[src/rtl/iex_pkg.sv]
package iex_pkg;

    typedef enum logic [2:0] {
        IEX_INS_B  = 3'd0,
        IEX_INS_H  = 3'd1,
        IEX_EXT_SB = 3'd2,
        IEX_EXT_ZB = 3'd3,
        IEX_EXT_SH = 3'd4,
        IEX_EXT_ZH = 3'd5,
        IEX_MOV_HI = 3'd6,
        IEX_NONE   = 3'd7
    } iex_op_e;

endpackage

[src/rtl/iex_lane_sel.sv]
module iex_lane_sel #(
    parameter int XLEN = 32,
    parameter int LANE_W = $clog2(XLEN / 8)
) (
    input  logic [XLEN-1:0]   off_reg_i,
    input  logic [3:0]        off_imm_i,
    input  logic              off_use_imm_i,
    output logic [LANE_W-1:0] lane_o,
    output logic              top_lane_o
);
    localparam int NB = XLEN / 8;

    logic unused_off_hi;
    assign unused_off_hi = ^{off_reg_i[XLEN-1:LANE_W], off_imm_i[3:LANE_W]};

    always_comb begin
        lane_o     = off_use_imm_i ? off_imm_i[LANE_W-1:0] : off_reg_i[LANE_W-1:0];
        top_lane_o = (lane_o == LANE_W'(NB - 1));
    end
endmodule

[src/rtl/iex_insert.sv]
module iex_insert #(
    parameter int XLEN = 32,
    parameter int LANE_W = $clog2(XLEN / 8)
) (
    input  logic [XLEN-1:0]   data_i,
    input  logic [XLEN-1:0]   word_i,
    input  logic [LANE_W-1:0] lane_i,
    input  logic              half_i,
    output logic [XLEN-1:0]   result_o
);
    localparam int NB = XLEN / 8;

    logic unused_data_hi;
    assign unused_data_hi = ^data_i[XLEN-1:16];

    for (genvar k = 0; k < NB; k++) begin : g_lane
        logic [7:0] byte_d;
        if (k == 0) begin : g_first
            always_comb begin
                byte_d = word_i[7:0];
                if (lane_i == LANE_W'(0)) byte_d = data_i[7:0];
            end
        end else begin : g_rest
            always_comb begin
                byte_d = word_i[8*k +: 8];
                if (lane_i == LANE_W'(k))
                    byte_d = data_i[7:0];
                else if (half_i && lane_i == LANE_W'(k - 1))
                    byte_d = data_i[15:8];
            end
        end
        assign result_o[8*k +: 8] = byte_d;
    end
endmodule

[src/rtl/iex_extract.sv]
module iex_extract #(
    parameter int XLEN = 32,
    parameter int LANE_W = $clog2(XLEN / 8)
) (
    input  logic [XLEN-1:0]   word_i,
    input  logic [LANE_W-1:0] lane_i,
    input  logic              half_i,
    input  logic              sext_i,
    input  logic              top_lane_i,
    output logic [XLEN-1:0]   result_o
);
    logic [XLEN-1:0] shifted;
    logic [7:0]      b;
    logic [15:0]     h;

    always_comb begin
        shifted = word_i >> {lane_i, 3'b000};
        b       = shifted[7:0];
        h       = shifted[15:0];
        if (half_i && !top_lane_i)
            result_o = sext_i ? XLEN'($signed(h)) : XLEN'(h);
        else
            result_o = sext_i ? XLEN'($signed(b)) : XLEN'(b);
    end
endmodule

[src/rtl/iex_unit.sv]
module iex_unit
    import iex_pkg::*;
#(
    parameter int XLEN = 32
) (
    input  logic            clk,
    input  logic            rst_n,
    input  logic [2:0]      op_i,
    input  logic [XLEN-1:0] ins_data_i,
    input  logic [XLEN-1:0] word_i,
    input  logic [XLEN-1:0] off_reg_i,
    input  logic [3:0]      off_imm_i,
    input  logic            off_use_imm_i,
    input  logic [15:0]     imm16_i,
    output logic [XLEN-1:0] result_o,
    output logic            carry_o
);
    localparam int LANE_W = $clog2(XLEN / 8);
    localparam int HALF   = XLEN / 2;

    typedef struct packed {
        logic [XLEN-1:0] result;
        logic            carry;
        logic            primed;
    } state_t;

    state_t state_d, state_q;
    iex_op_e op;
    logic [LANE_W-1:0] lane;
    logic top_lane, is_half, sext;
    logic [XLEN-1:0] ins_res, ext_res;

    assign op = iex_op_e'(op_i);
    assign is_half = (op == IEX_INS_H) || (op == IEX_EXT_SH) || (op == IEX_EXT_ZH);
    assign sext = (op == IEX_EXT_SB) || (op == IEX_EXT_SH);

    logic unused_imm_hi;
    assign unused_imm_hi = ^imm16_i;

    iex_lane_sel #(.XLEN(XLEN), .LANE_W(LANE_W)) u_lane (
        .off_reg_i(off_reg_i), .off_imm_i(off_imm_i), .off_use_imm_i(off_use_imm_i),
        .lane_o(lane), .top_lane_o(top_lane)
    );

    iex_insert #(.XLEN(XLEN), .LANE_W(LANE_W)) u_ins (
        .data_i(ins_data_i), .word_i(word_i), .lane_i(lane),
        .half_i(op == IEX_INS_H), .result_o(ins_res)
    );

    iex_extract #(.XLEN(XLEN), .LANE_W(LANE_W)) u_ext (
        .word_i(word_i), .lane_i(lane), .half_i(is_half), .sext_i(sext),
        .top_lane_i(top_lane), .result_o(ext_res)
    );

    always_comb begin
        state_d        = state_q;
        state_d.primed = 1'b1;
        state_d.carry  = is_half && top_lane;
        unique case (op)
            IEX_INS_B, IEX_INS_H: state_d.result = ins_res;
            IEX_EXT_SB, IEX_EXT_ZB, IEX_EXT_SH, IEX_EXT_ZH: state_d.result = ext_res;
            IEX_MOV_HI: state_d.result = {imm16_i[HALF-1:0], {HALF{1'b0}}};
            default: state_d.result = '0;
        endcase
    end

    always_ff @(posedge clk) begin
        if (!rst_n) state_q <= '0;
        else        state_q <= state_d;
    end

    assign result_o = state_q.result;
    assign carry_o  = state_q.carry;


    carry_only_half_chk: assert property (@(posedge clk) disable iff (!rst_n)
        (state_q.primed && carry_o) |-> $past(is_half));


    no_carry_byte_chk: assert property (@(posedge clk) disable iff (!rst_n)
        (state_q.primed && $past(op_i) inside {3'd0, 3'd2, 3'd3, 3'd6, 3'd7}) |-> !carry_o);


    movhi_low_zero_chk: assert property (@(posedge clk) disable iff (!rst_n)
        (state_q.primed && $past(op_i) == 3'd6) |-> result_o[HALF-1:0] == '0);


    zext_byte_chk: assert property (@(posedge clk) disable iff (!rst_n)
        (state_q.primed && $past(op_i) == 3'd3) |-> result_o[XLEN-1:8] == '0);


    sext_byte_chk: assert property (@(posedge clk) disable iff (!rst_n)
        (state_q.primed && $past(op_i) == 3'd2) |-> result_o[XLEN-1:8] == {(XLEN-8){result_o[7]}});


    ins_keep_upper_chk: assert property (@(posedge clk) disable iff (!rst_n)
        (state_q.primed && $past(op_i) == 3'd0 && $past(lane) == '0)
        |-> result_o[XLEN-1:8] == $past(word_i[XLEN-1:8]));


    none_zero_chk: assert property (@(posedge clk) disable iff (!rst_n)
        (state_q.primed && $past(op_i) == 3'd7) |-> (result_o == '0 && !carry_o));
endmodule

[config.mk]
export PLATFORM = sky130hd
export DESIGN_NAME = iex_unit
export DESIGN_NICKNAME = d
export VERILOG_FILES = /design/src/rtl/iex_pkg.sv /design/src/rtl/iex_lane_sel.sv /design/src/rtl/iex_insert.sv /design/src/rtl/iex_extract.sv /design/src/rtl/iex_unit.sv
export SDC_FILE = /design/constraint.sdc
export NUM_CORES = 1
export LEC_CHECK = 0
export BUFFER_PORTS_ARGS = -buffer_cell sky130_fd_sc_hd__buf_2
export CAP_MARGIN = 20
export CORE_ASPECT_RATIO = 1.25
export CORE_MARGIN = 1.5
export CORE_UTILIZATION = 46
export DETAILED_ROUTE_END_ITERATION = 10
export PLACE_DENSITY = 0.95
export SETUP_SLACK_MARGIN = 0.5
export SLEW_MARGIN = 20
export SYNTH_ARGS = -nofsm -noshare
export SYNTH_HDL_FRONTEND = slang
export SYNTH_SLANG_ARGS = --single-unit
[constraint.sdc]
create_clock -name clk -period 4.1 [get_ports clk]
set_clock_uncertainty 0.1 [all_clocks]
set_input_delay 0.615 -clock clk [delete_from_list [all_inputs] [get_ports clk]]
set_output_delay 0.615 -clock clk [all_outputs]
set_load 0.05 [all_outputs]
== Yosys cells after proc, flatten, opt, wreduce, memory -nomap -nowiden ==
Index checks and enable logic that the tools add are counted.
Storage, ports and cells
  register bits: 33
  bits of input ports: 122
  output and inout bits: 33
Cells by class
  eq/ne operators: 9
  shift-type cells: 1
  muxes and demuxes: 12
  reduce and logical (&&, ||, !) cells: 13
Operators by type and width (count)
  $mux 32: 3
  $pmux 32 s3: 1
  $mux 8: 7
  $shr 32x5->16: 1
  $eq 3x3->1 const B: 3
  $eq 3x2->1 const B: 2
  $logic_and 1x1->1: 5
  $eq 2x2->1 const B: 2
  $reduce_or 4->1: 1
  $eq 3x1->1 const B: 1
  $logic_not 3->1: 1
  $logic_or 1x1->1: 3
  $eq 2x1->1 const B: 1
  $logic_not 2->1: 1
  $mux 2: 1
  $reduce_or 2->1: 1
  $logic_not 1->1: 1

== Longest topological paths before layout ==
Gate-level depths: netlist of run 1.
  word-level depth: 6
  gate-level depth with buffers: 9
  gate-level depth less buffers: 5

== Hierarchy ==
A second synthesis of run 1 with hierarchy kept.
Second synthesis, totals
  cells, all modules: 402
  area, all modules: 3196.8 um2
Modules (own cells, without submodules)
  iex_unit: instances 1, cells each 190, area each 1779.2 um2
  iex_insert: instances 1, cells each 116, area each 754.5 um2
  iex_extract: instances 1, cells each 91, area each 626.9 um2
  iex_lane_sel: instances 1, cells each 5, area each 36.3 um2

== Least setup slack after synthesis of run 1 ==
Ideal clock, no wire load.
  path type: input to register
  from: input off_use_imm_i
  to: register state_q (netlist bit result_o[26])
  library setup time: 67 ps
  arrival time: 2338 ps
  path slack: 1596 ps
  stages on the path: 8
  cells stage by stage: buf_6 > mux2i_4 > mux2i_1 > a221o_1 > or4_1 > buf_2 > buf_6 > o21ai_2
On the way
  word-level cells in the longest chain between the ends: 6
  elaborated cells between the ends (all ways): 13
  classes of those cells: 2 x eq/ne; 1 x shift; 7 x mux; 3 x reduce/logical
RTL lines
  start, declared: RTL line iex_unit.sv:13  | input logic off_use_imm_i,
  $mux 2 *: RTL line iex_lane_sel.sv:17  | lane_o = off_use_imm_i ? off_imm_i[LANE_W-1:0] : off_reg_i[LANE_W-1:0];
  parallel branches: the longest is 4 deep, another holds $shr 32x5->16
  $pmux 32 s3 *: RTL line iex_unit.sv:59  | unique case (op)
  end signal, assigned: RTL line iex_unit.sv:69  | else state_q <= state_d;
  end, declared: RTL line iex_unit.sv:27  | state_t state_d, state_q;
Every way passes the cells marked *.
A chain may end at the register's enable or synchronous reset.

== Final worst setup path of run 1 ==
  from: input off_use_imm_i
  to: register state_q (netlist bit result_o[27])
Same word-level chain as after synthesis.

==> results.ini, run 1 <==
[die]
start_util_pct = 47.5
design.portCount = 155
die_width_microns = 67.5
vertical_die_dimension_microns = 83.7
design.die.area_sq_um = 5650
design.core.area_sq_um = 5040
placementRows = 29

[yosys]
post_synth_xor_area_fraction_pct = 0.366
synth_top_cells_by_count = nor2_1 (34), dfxtp_1 (33), mux2i_1 (33)
synth.ff_latch_count = 33
yosys-mux-area-fraction_pct = 22.3
synth-compound-area-share_pct = 26.4
synth_area_leader_cell = dfxtp_1
synth.yosys.warnings = 0
synth.top_cell.area_share_pct = 27.6
synth.cell_area_sq_um = 2390
synth.area.top_cells = dfxtp_1 (28%), mux2i_1 (14%), mux2_2 (6.1%), nor2_1 (5.3%), nand2_1 (4.7%)
synth-seq-area-share_pct = 27.6
synth-async-reset-ratio_pct = 0
postSynthCellCount = 292
post_synth.cell_area_avg_sq_um = 8.20
synthSimpleGateAreaFrac_pct = 18.9
yosys.cell_count.top_type = nor2_1
number_of_enable_flip_flop_cells_after_synthesis = 0
combinational_family_with_the_most_area_after_synthesis = compound AO/OA/AOI/OAI gates
syn_nets = 414
synth_adder_area_share_pct = 0
synth_flop_cell = dfxtp_1
synth.lib_cells_used.distinct = 40

[final_layout]
final_non_filler_cell_total = 457
post_route_cells_drive_above_1_share_pct = 35.2
antenna_cells = 0
layout.core_utilization_pct = 60.5
post_layout_net_count = 516
syn2layout_area_growth_pct = 27.4

[setup_path]
crit_path_end = result_o[27]$_SDFF_PN0_
critical_path_peak_fanout = 16
critPathCaptureType = register
worstPathRequired_ns = 4.21
worstPathCellList = buf_2 -> and3b_1 -> or2_1 -> a221o_1 -> or4_1 -> o21ai_0
startpoint = off_use_imm_i
timing.critical_path.max_delay_family = simple AND/OR/NAND/NOR gates
timing_worst_setup_path_type = in2reg
worst_path_max_delay_cell = or4_1
timing.critical_path.depth = 6
cpPeakStageDelay_ns = 0.79
arrival_time_of_data_at_the_critical_path_endpoint_ns = 2.70
crit_buf_inv = 1
startpoint_type = input port

[timing]
worst_slew_margin_rel_pct = 28.6
setup_slack_ns = 1.50
finalHoldViolations = 0
finalWorstPathRequiredPeriod_ns = 2.60
count_of_final_setup_violators = 0
report.final.slew_viol_count = 0
worst-slew-pin-transition_ns = 1.07
finalCritPeriodShare_pct = 63.3
fin_setup_tns_ns = 0
grt_setup_unrepaired = false
fmax_mhz = 385

[grt]
gr-usage-all-layers_pct = 29.0
first_global_vias = 2579
number_of_antenna_violations_at_the_first_check_in_global_routing = 0
grt.overflow.total = 0
grt_pass1_wl_microns = 12500
grt_start_max_net_pins = 26

[routing]
drt.antenna.violating_nets = 0
route.detailed.vias_per_inst = 5.97
drt-initial-drc-count = 341
first_pass_iters = 5
routed_wirelength_normalized_by_instance_count_microns = 17.4
routed_wl_microns = 7940
drc_errors = 0
route.vias.total = 2728

[cts]
clk_pin_slew_worst_paths_ns = 0.07
clock-sinks = 33
cts-root-to-sink-buffers = 2
cts_setup_buffers = 0
cts_resized = 0
ctsRootBufferMaster = clkbuf_8
cts_hold_repair.buffers = 0
cts_tree = done
htree_depth = 2
cts-buffers-inserted = 5

[placed_design]
port_buffer_count = 106
hpwl_dp_microns = 5940
gp_congestion = 0.928
post-place-ws_ns = 1.21
numPlacedInstances = 449

[power_and_ir_drop]
pwr_density_cell_nw_per_um2 = 315
totalPowerFinal_mw = 0.960
ir_drop_uv = 154
power.leakage_nw = 1.56

[run]
max-cap-violations = 0

[status]
status = complete, no violations

[worst_hold_path]
timing.hold.worst.class = in2reg

-- area by class of cell --
cell class	count	area, sq um
multi-input combinational	237	1630
inverter	2	7.51
timing repair buffer	115	598
sequential	33	661
tap	62	77.6
fill	444	1990
clock buffer	8	80.1
-- logic make-up (layout without fill, tap and decap cells) --
group           Yosys count  count (layout)
compound gates           91              91
buf+inv                  22             125
flops                    33              33
mux                      49              49
simple gates             96              96
xor+xnor                  1               1
-- tightest hold or removal path: cells and delay by family --
family                 cells  cell delay (ns)
AND/OR/NAND/NOR            1             0.05
buffers and inverters      2             0.21
-- layer usage --
metal | global-route usage, % | vias to the layer above | share of wire [%]
li1 | - | 1300 | -
met1 | 37.2 | 1250 | 41
met2 | 45.6 | 159 | 46
met3 | 6.88 | 19 | 11
met4 | 12.2 | 0 | 2.0
met5 | 0 | - | 0
-- registers in the layout, summed over array words and instances (netlist names) --
name      count
carry_o       1
result_o     32
-- cells in the final DEF (no fill, tap or decap), drive strengths merged, types with 2 or more instances in the layout --
cell type	instances
o32ai	7
nor2b	5
nand4b	2
a221o	9
inv	2
nand2	30
a21o	8
mux2	14
nor2	34
nor3	2
o41ai	2
o32a	3
o21ai	28
a21oi	13
a211o	3
mux2i	34
a2bb2oi	7
or2	3
a211oi	3
buf	115
and3b	2
nand3	3
dfxtp	33
clkbuf	8
nor3b	4
and3	8
o22ai	7
-- how the worst min path moves through the flow --
stage          start            endpoint  slack [ns]  cells after the start
4_1_cts        rst_n  carry_o$_SDFF_PN0_        0.54                      3
6_report       rst_n  carry_o$_SDFF_PN0_        0.54                      3
5_1_grt        rst_n  carry_o$_SDFF_PN0_        0.56                      3
3_3_place_gp   rst_n  carry_o$_SDFF_PN0_        0.83                      3
3_5_place_dp   rst_n  carry_o$_SDFF_PN0_        0.84                      3
2_1_floorplan  rst_n  carry_o$_SDFF_PN0_        0.66                      2
-- metrics by stage --
| step | hold slack [ns] | instance area, sq um |
|---|---|---|
| 2_1_floorplan | 0.659 | 2390 |
| 3_5_place_dp | 0.841 | 2970 |
| 4_1_cts | 0.537 | 3050 |
| 3_3_place_gp | 0.827 | 2970 |
| 5_1_grt | 0.561 | 3050 |
| 6_report | 0.543 | 3050 |
-- power breakdown --
group | switching (mW) | internal (mW)
registers | 0.00595 | 0.348
clock network | 0.121 | 0.121
logic | 0.240 | 0.125
(Power assumes the default switching activity.)
==> inputs of run 2 (changes only) <==
Settings changed: ABC_AREA set to 1, CORE_UTILIZATION 46 to 39, PLACE_DENSITY 0.95 to 0.86.
Clock period 4.1 ns to 2.1 ns, I/O delays scaled along.
==> run 2 against run 1 <==
Against the previous run: synthesized cell count rose by 48%; sequential power up 97%; clock power increased to 2.6 times the previous value; first-iteration DRC count down 40%; routed wire length rose by 4.7%; cell count increased by 36%; largest power group unchanged; core utilization is 7.2 points lower; hold slack got worse by 0.38 ns; critical path depth grew 2; die area increased by 22%; non-clock buffer count is 1 lower; global-route usage down 4.5 points.
==> results.ini, run 2 <==
[cts]
clock-sinks = 33  ; unchanged
ctsRootBufferMaster = clkbuf_8
cts-buffers-inserted = 5  ; unchanged
cts_setup_buffers = 0  ; unchanged
cts_tree = done
clk_pin_slew_worst_paths_ns = 0.07  ; about the same
htree_depth = 2  ; unchanged
cts-root-to-sink-buffers = 2  ; unchanged

[die]
vertical_die_dimension_microns = 92.3  ; +10%
design.core.area_sq_um = 6170  ; +22%
design.die.area_sq_um = 6870  ; +22%
placementRows = 32  ; +10%
start_util_pct = 40.4  ; -7.1 points
design.portCount = 155  ; unchanged
die_width_microns = 74.5  ; +10%

[grt]
grt_pass1_wl_microns = 13200  ; +6.0%
number_of_antenna_violations_at_the_first_check_in_global_routing = 0  ; unchanged
grt.overflow.total = 0  ; unchanged
gr-usage-all-layers_pct = 24.5  ; -4.5 points
grt_start_max_net_pins = 33  ; +27%
first_global_vias = 2834  ; +9.9%

[timing]
count_of_final_setup_violators = 0  ; unchanged
worst_slew_margin_rel_pct = 60.9  ; +32 points
worst-slew-pin-transition_ns = 0.584  ; -0.482 ns
finalWorstPathRequiredPeriod_ns = 1.50
fin_setup_tns_ns = 0  ; unchanged
fmax_mhz = 668
finalCritPeriodShare_pct = 71.3
report.final.slew_viol_count = 0  ; unchanged
finalHoldViolations = 0  ; unchanged
grt_setup_unrepaired = true

[power_and_ir_drop]
power.leakage_nw = 1.82  ; +17%
pwr_density_cell_nw_per_um2 = 639  ; +100%
totalPowerFinal_mw = 2.10  ; +120%
ir_drop_uv = 375  ; +140%

[yosys]
post_synth.cell_area_avg_sq_um = 5.77  ; -30%
synth.area.top_cells = dfxtp_1 (27%), nand2_1 (17%), a21oi_1 (12%), nand3_1 (9.5%), inv_1 (9.2%)
yosys.cell_count.top_type = nand2_1
synth.top_cell.area_share_pct = 26.5  ; -1.0 points
synth_area_leader_cell = dfxtp_1
syn_nets = 553  ; +34%
synth.lib_cells_used.distinct = 24  ; -40%
synth.cell_area_sq_um = 2490  ; +3.9%
synth.ff_latch_count = 33  ; unchanged
synth_top_cells_by_count = nand2_1 (116), inv_1 (61), a21oi_1 (60)
number_of_enable_flip_flop_cells_after_synthesis = 0  ; unchanged
synth-async-reset-ratio_pct = 0  ; unchanged
synth-seq-area-share_pct = 26.5  ; -1.0 points
postSynthCellCount = 431  ; +48%
synth.yosys.warnings = 0  ; unchanged
synth_flop_cell = dfxtp_1

[worst_hold_path]
timing.hold.worst.class = in2reg
hp-start = rst_n

[routing]
routed_wl_microns = 8310  ; +4.7%
routed_wirelength_normalized_by_instance_count_microns = 13.4  ; -23%
drt-initial-drc-count = 204  ; -40%
route.detailed.vias_per_inst = 5.08  ; -15%
route.vias.total = 3153  ; +16%
first_pass_iters = 6  ; +1
drc_errors = 0  ; unchanged
drt.antenna.violating_nets = 0  ; unchanged

[setup_path]
cpPeakStageDelay_ns = 0.28  ; -0.51 ns
critPathCaptureType = register
startpoint_type = input port
arrival_time_of_data_at_the_critical_path_endpoint_ns = 1.56  ; -1.14 ns
worstPathCellList = buf_2 -> nand2_1 -> nand2_4 -> nand2_2 -> buf_4 -> or2_2 -> nand3_1 -> a21oi_1
timing_worst_setup_path_type = in2reg
timing.critical_path.max_delay_family = simple AND/OR/NAND/NOR gates
worstPathRequired_ns = 2.16  ; -2.05 ns
critical_path_peak_fanout = 19  ; +3
crit_path_end = result_o[12]$_SDFF_PN0_
crit_buf_inv = 2  ; +1
timing.critical_path.depth = 8  ; +2
worst_path_max_delay_cell = or2_2
startpoint = off_use_imm_i

[final_layout]
antenna_cells = 0  ; unchanged
syn2layout_area_growth_pct = 32.0
layout_common_cells = nand2_1 (114), buf_2 (106), a21oi_1 (60)
layout.core_utilization_pct = 53.3  ; -7.2 points
multi_input_area_sq_um = 1560  ; -4.2%
stdcell_area_sq_um = 3290  ; +7.7%
post_route_cells_drive_above_1_share_pct = 28.9  ; -6.3 points
post_layout_net_count = 657  ; +27%
register_area_sq_um = 661  ; unchanged
final.fill_count = 666  ; +50%
most_common_library_cell_in_the_layout_ignoring_fill_and_taps = nand2_1
flip_flop_count_of_the_largest_register_all_copies_and_words_added = 32  ; unchanged

[placed_design]
gp_congestion = 0.890  ; -4.1%
port_buffer_count = 106  ; unchanged
hpwl_dp_microns = 6310  ; +6.2%
placement.cell_area_sq_um = 3110  ; +4.8%

[status]
status = complete, no violations

[run]
max-cap-violations = 0  ; unchanged

run 2: cell count changes after synthesis, sizes merged, moves of 7 or more:
cell,delta
a21o,-8
a21oi,+48
a221o,-9
a2bb2oi,-7
and3,-8
inv,+61
mux2,-14
mux2i,-34
nand2,+99
nand3,+45
o32ai,-7
run 2: final cells by class:
type	instances	area share (%)
Inverter	63	7.31
Clock buffer	7	2.63
Multi-Input combinational cell	318	47.4
Tap cell	85	3.24
Sequential cell	33	20.1
Timing Repair Buffer	114	18.4
Clock inverter	1	0.914
run 2: worst min path at each step:
| stage | cells after the start | slack [ns] | end |
|---|---|---|---|
| floorplan | 2 | 0.34 | carry_o$_SDFF_PN0_ |
| global placement | 3 | 0.46 | carry_o$_SDFF_PN0_ |
| detailed placement | 3 | 0.46 | carry_o$_SDFF_PN0_ |
| CTS | 3 | 0.16 | carry_o$_SDFF_PN0_ |
| global route | 3 | 0.17 | carry_o$_SDFF_PN0_ |
| finish | 3 | 0.16 | carry_o$_SDFF_PN0_ |
run 2: through the flow:
stage               setup slack [ns]  hold slack (ns)  cells
detailed placement             0.203            0.461    613
floorplan                      0.650            0.336    431
global placement               0.243            0.457    613
global route                   0.485            0.173    621
finish                         0.602            0.164    621
CTS                            0.504            0.163    621
run 2: logic make-up (layout without fill, tap and decap cells):
| kind of cell | after synthesis | after routing | synth area share, % |
|---|---|---|---|
| AO/OA/AOI/OAI | 103 | 103 | 21.5 |
| AND/OR/NAND/NOR | 215 | 215 | 39.1 |
| buffers and inverters | 80 | 185 | 12.9 |
| flip-flops | 33 | 33 | 26.5 |
run 2: metal layers:
metal	routed length (microns)	global-route usage (%)	share of wire, %	vias up
met5	0	0	0	-
met4	216	8.48	2.6	0
met3	797	4.13	9.6	22
met2	4030	39.7	48	177
met1	3270	32.4	39	1369
li1	-	-	-	1585
run 2: repair_timing:
| item | 4_1_cts | 5_1_grt |
|---|---|---|
| hold buffers | 0 | 0 |
| endpoints found under the setup margin | 0 | 29 |
| gates resized for setup | 0 | 13 |
run 2: power by group:
group / total, mW / internal (mW) / leakage [nW] / switching [mW]
Combinational: 0.776 / 0.230 / 1.49 / 0.547
Clock: 0.625 / 0.387 / 0.0585 / 0.238
Sequential: 0.697 / 0.684 / 0.273 / 0.0124
Total: 2.10 / 1.30 / 1.82 / 0.797
